## config.mk

```make
export PLATFORM = sky130hd
export DESIGN_NAME = coin_vend_top
export DESIGN_NICKNAME = d
export VERILOG_FILES = /design/src/rtl/coin_vend_pkg.sv /design/src/rtl/coin_vend_ctrl.sv /design/src/rtl/coin_vend_state.sv /design/src/rtl/coin_vend_top.sv
export SDC_FILE = /design/constraint.sdc
export NUM_CORES = 1
export LEC_CHECK = 0
export BUFFER_PORTS_ARGS = -buffer_cell sky130_fd_sc_hd__clkbuf_2
export CAP_MARGIN = 25
export CORE_AREA = 2 2 39 41
export CTS_CLUSTER_DIAMETER = 50
export DETAILED_ROUTE_END_ITERATION = 12
export DIE_AREA = 0 0 41 43
export GPL_TIMING_DRIVEN = 0
export HOLD_SLACK_MARGIN = 0.02
export SLEW_MARGIN = 20
export SYNTH_ARGS = -nofsm -noshare
export SYNTH_HDL_FRONTEND = slang
export SYNTH_SLANG_ARGS = --single-unit
```

## constraint.sdc

```tcl
create_clock -name clk -period 2.4 [get_ports clk]
set_input_delay 0.48 -clock clk [delete_from_list [all_inputs] [get_ports clk]]
set_output_delay 0.48 -clock clk [all_outputs]
set_load 0.1 [all_outputs]
```

## src/rtl/coin_vend_pkg.sv

```systemverilog
package coin_vend_pkg;

  // Move strobes sent from the control part to the state part
  typedef struct packed {
    logic hold;     // keep current level
    logic stepOne;  // advance one level (5 cents)
    logic stepTwo;  // advance two levels (10 cents)
  } moveStrobe_t;

endpackage

```

## src/rtl/coin_vend_ctrl.sv

```systemverilog
module coin_vend_ctrl
  import coin_vend_pkg::*;
(
  input  logic        nickelIn,
  input  logic        dimeIn,
  output moveStrobe_t moveStb
);

  logic onlyNickel;
  logic onlyDime;

  // A simultaneous pair is invalid and falls through to hold
  assign onlyNickel = nickelIn & ~dimeIn;
  assign onlyDime   = dimeIn & ~nickelIn;

  always_comb begin
    moveStb.stepOne = onlyNickel;
    moveStb.stepTwo = onlyDime;
    moveStb.hold    = ~(onlyNickel | onlyDime);
  end

endmodule

```

## src/rtl/coin_vend_state.sv

```systemverilog
module coin_vend_state
  import coin_vend_pkg::*;
#(
  parameter int STATE_W = 4
) (
  input  logic               clk,
  input  logic               rst,
  input  moveStrobe_t        moveStb,
  output logic [STATE_W-1:0] levelQ
);

  localparam int TOP = STATE_W - 1;

  logic [STATE_W-1:0] levelD;

  // One product term per incoming arc, per bit
  for (genvar k = 0; k < STATE_W; k++) begin : g_bit
    logic fromHold;
    logic fromOne;
    logic fromTwo;

    if (k == TOP) begin : g_hold_top
      assign fromHold = levelQ[k];
    end else begin : g_hold_mid
      assign fromHold = levelQ[k] & moveStb.hold;
    end

    if (k == 0) begin : g_one_none
      assign fromOne = 1'b0;
    end else if (k == TOP) begin : g_one_sat
      assign fromOne = levelQ[k-1] & (moveStb.stepOne | moveStb.stepTwo);
    end else begin : g_one_mid
      assign fromOne = levelQ[k-1] & moveStb.stepOne;
    end

    if (k >= 2) begin : g_two_arc
      assign fromTwo = levelQ[k-2] & moveStb.stepTwo;
    end else begin : g_two_none
      assign fromTwo = 1'b0;
    end

    assign levelD[k] = fromHold | fromOne | fromTwo;
  end

  always_ff @(posedge clk) begin
    if (rst) levelQ <= STATE_W'(1);
    else     levelQ <= levelD;
  end

endmodule

```

## src/rtl/coin_vend_top.sv

```systemverilog
module coin_vend_top
  import coin_vend_pkg::*;
#(
  parameter int PRICE_STEPS = 3,
  localparam int STATE_W = PRICE_STEPS + 1
) (
  input  logic               clk,
  input  logic               rst,
  input  logic               nickelIn,
  input  logic               dimeIn,
  output logic               vendOpen,
  output logic [STATE_W-1:0] creditLevel
);

  moveStrobe_t        moveStb;
  logic [STATE_W-1:0] levelQ;

  coin_vend_ctrl ctrl_i (
    .nickelIn (nickelIn),
    .dimeIn   (dimeIn),
    .moveStb  (moveStb)
  );

  coin_vend_state #(.STATE_W(STATE_W)) state_i (
    .clk     (clk),
    .rst     (rst),
    .moveStb (moveStb),
    .levelQ  (levelQ)
  );

  // Output encoding: the accept flip-flop drives the release directly
  assign vendOpen    = levelQ[STATE_W-1];
  assign creditLevel = levelQ;

endmodule

```

==> flow_metrics.tcl <==
set metrics [dict create \
    coreArea_um2 1380 \
    ant_nets 0 \
    cts-root-buf "clkbuf_4" \
    clk_path_buf_depth 2 \
    finalWirelength_um 344 \
    setup_ws_ps 802 \
    clk_pin_slew_worst_paths_ps 30 \
    overflow 0 \
    worstPathArrival_ps 1120 \
    finClkSkew_ps 3.25 \
    p_leak_nw 0.129 \
    power_density_nw_per_um2 879 \
    holdPathStages 2 \
    place_area_um2 230 \
    hold_class "in2reg" \
    die_y_um 43 \
    antenna_cells 0 \
    insertion_delay_ps 230 \
    fin_cells 44 \
    startpoint_type "flop" \
    ys_seq_area_frac 0.471 \
    worstSetupEndpointType "output pin" \
    drt_iter0_drc 7 \
    hold_violations 0 \
    rsz0062_at_grt "no" \
    numCtsBuffers 3 \
    htreeDepth 1 \
    syn-num-nets 23 \
    dp_cells 41 \
    portBuffers 8 \
    multi_input_area_um2 75.1 \
    slew_headroom 0.640 \
    final_common_cell "clkbuf_2" \
    syn_to_final_growth_pct 48.5 \
    vdd_drop_max_mv 0.115 \
    place_worst_setup_slack_ps 961 \
    required_ps 1920 \
    synth_cell_types 10 \
    mostFrequentLayoutCells "clkbuf_2 (8), dfxtp_1 (4), clkbuf_4 (3)" \
    drt-wirelength-per-cell_um 7.82 \
    period_minus_slack_ps 1600 \
    syn_avg_cell_area_um2 10.0 \
    largest_reg_flops 4 \
    antenna_found_initial 0 \
    clock.fmax_ghz 0.626 \
    vias 170 \
    start_util 0.123 \
    worstSetupPathType "reg2out" \
    reg_top3 "state_i.levelQ: 4 flops" \
    synth-seq-cells 4 \
    pin_count 9 \
    dieArea_um2 1760 \
    drc 0 \
    rows 14 \
    fin_area_um2 253 \
    dp_hpwl_um 270 \
    die_w_um 41 \
    cap_viol_max_count 0 \
    top_register "state_i.levelQ" \
    via_per_inst 3.86 \
    hold-worst-slack_ps 464 \
    tightest_slew_ps 542 \
    place.gp.congestion 0.503 \
    finalCritPeriodShare 0.666 \
    nets 36 \
    regArea_um2 80.1 \
    grt_pass1_vias 147 \
    cts_hold_buf 0 \
    netlist_area_um2 170 \
    dr.pass1.iters 4 \
    layout-drive-gt1-share 0.464 \
    clkSinkCount 4 \
    cts_setup_buffers 0 \
    grt_pass1_wl_um 517 \
    ff2ff_path_depth 2 \
    cts-resized-gates 0 \
    grt_max_degree 5 \
    tns_ps 0 \
    cp_max_fo 3 \
    yosysWarnings 0 \
    nFillCells 160 \
    setup_viol 0 \
    synth_cells 17 \
    slew_viol_final 0 \
    grt_util_all_layers 0.0542 \
    cts_tree "built" \
    status "finished, final reports clean" \
]
## per-stage QoR
step | total power [W] | util
6_report | 0.000222 | 0.183
5_1_grt | 0.000239 | 0.183
2_1_floorplan | 0.000131 | -
3_3_place_gp | 0.000141 | 0.166
4_1_cts | 0.000227 | 0.183
3_5_place_dp | 0.000142 | 0.166
## area by class of cell
class	instances	share of cell area
Timing Repair Buffer	8	0.158
Buffer	1	0.0297
Multi-Input combinational cell	10	0.297
Inverter	2	0.0297
Tap cell	16	0.0792
Sequential cell	4	0.317
Clock buffer	3	0.0891
## synth_stat cells, drive strengths merged
library cell,number,area share
dfxtp,4,0.47
a21oi,2,0.059
ha,2,0.15
inv,2,0.044
nor2,2,0.044
a21o,1,0.051
a222oi,1,0.059
a22oi,1,0.044
buf,1,0.044
nand2b,1,0.037
## cells by family (layout without fill, tap and decap cells)
family | Yosys count | in the layout | synth area share
buffers and inverters | 3 | 14 | 0.0883
and+or+nand+nor | 3 | 3 | 0.0809
AOI/OAI and AO/OA | 5 | 5 | 0.213
adders and majority gates | 2 | 2 | 0.147
DFF | 4 | 4 | 0.471
## worst max-delay path: stages (launching register included)
cell and delay, ps:
dfxtp_1 340, buf_4 110, clkbuf_2 440
## report_power, final
| group | switching, W | total (W) | internal (W) |
|---|---|---|---|
| Clock | 0.0000259 | 0.0000817 | 0.0000558 |
| Combinational | 0.0000516 | 0.0000648 | 0.0000132 |
| Sequential | 0.00000397 | 0.0000757 | 0.0000717 |
| Total | 0.0000815 | 0.000222 | 0.000141 |
## layer usage
metal / wire, um / vias up / share of wire / global-route usage
met3: 60 / 0 / 0.17 / 0.0628
li1: - / 81 / - / -
met5: 0 / - / 0 / 0
met4: 0 / 0 / 0 / 0.0600
met2: 161 / 11 / 0.47 / 0.0625
met1: 123 / 78 / 0.36 / 0.0417
## worst paths after layout
check	from	end	slack (ps)
min reg2reg	state_i.levelQ[2]	state_i.levelQ[3]	500
max reg2reg	state_i.levelQ[0]	state_i.levelQ[2]	1560
min	rst	state_i.levelQ[3]	460
max	state_i.levelQ[3]	creditLevel[3]	800
No activity file was read; power rests on OpenSTA's default activity.
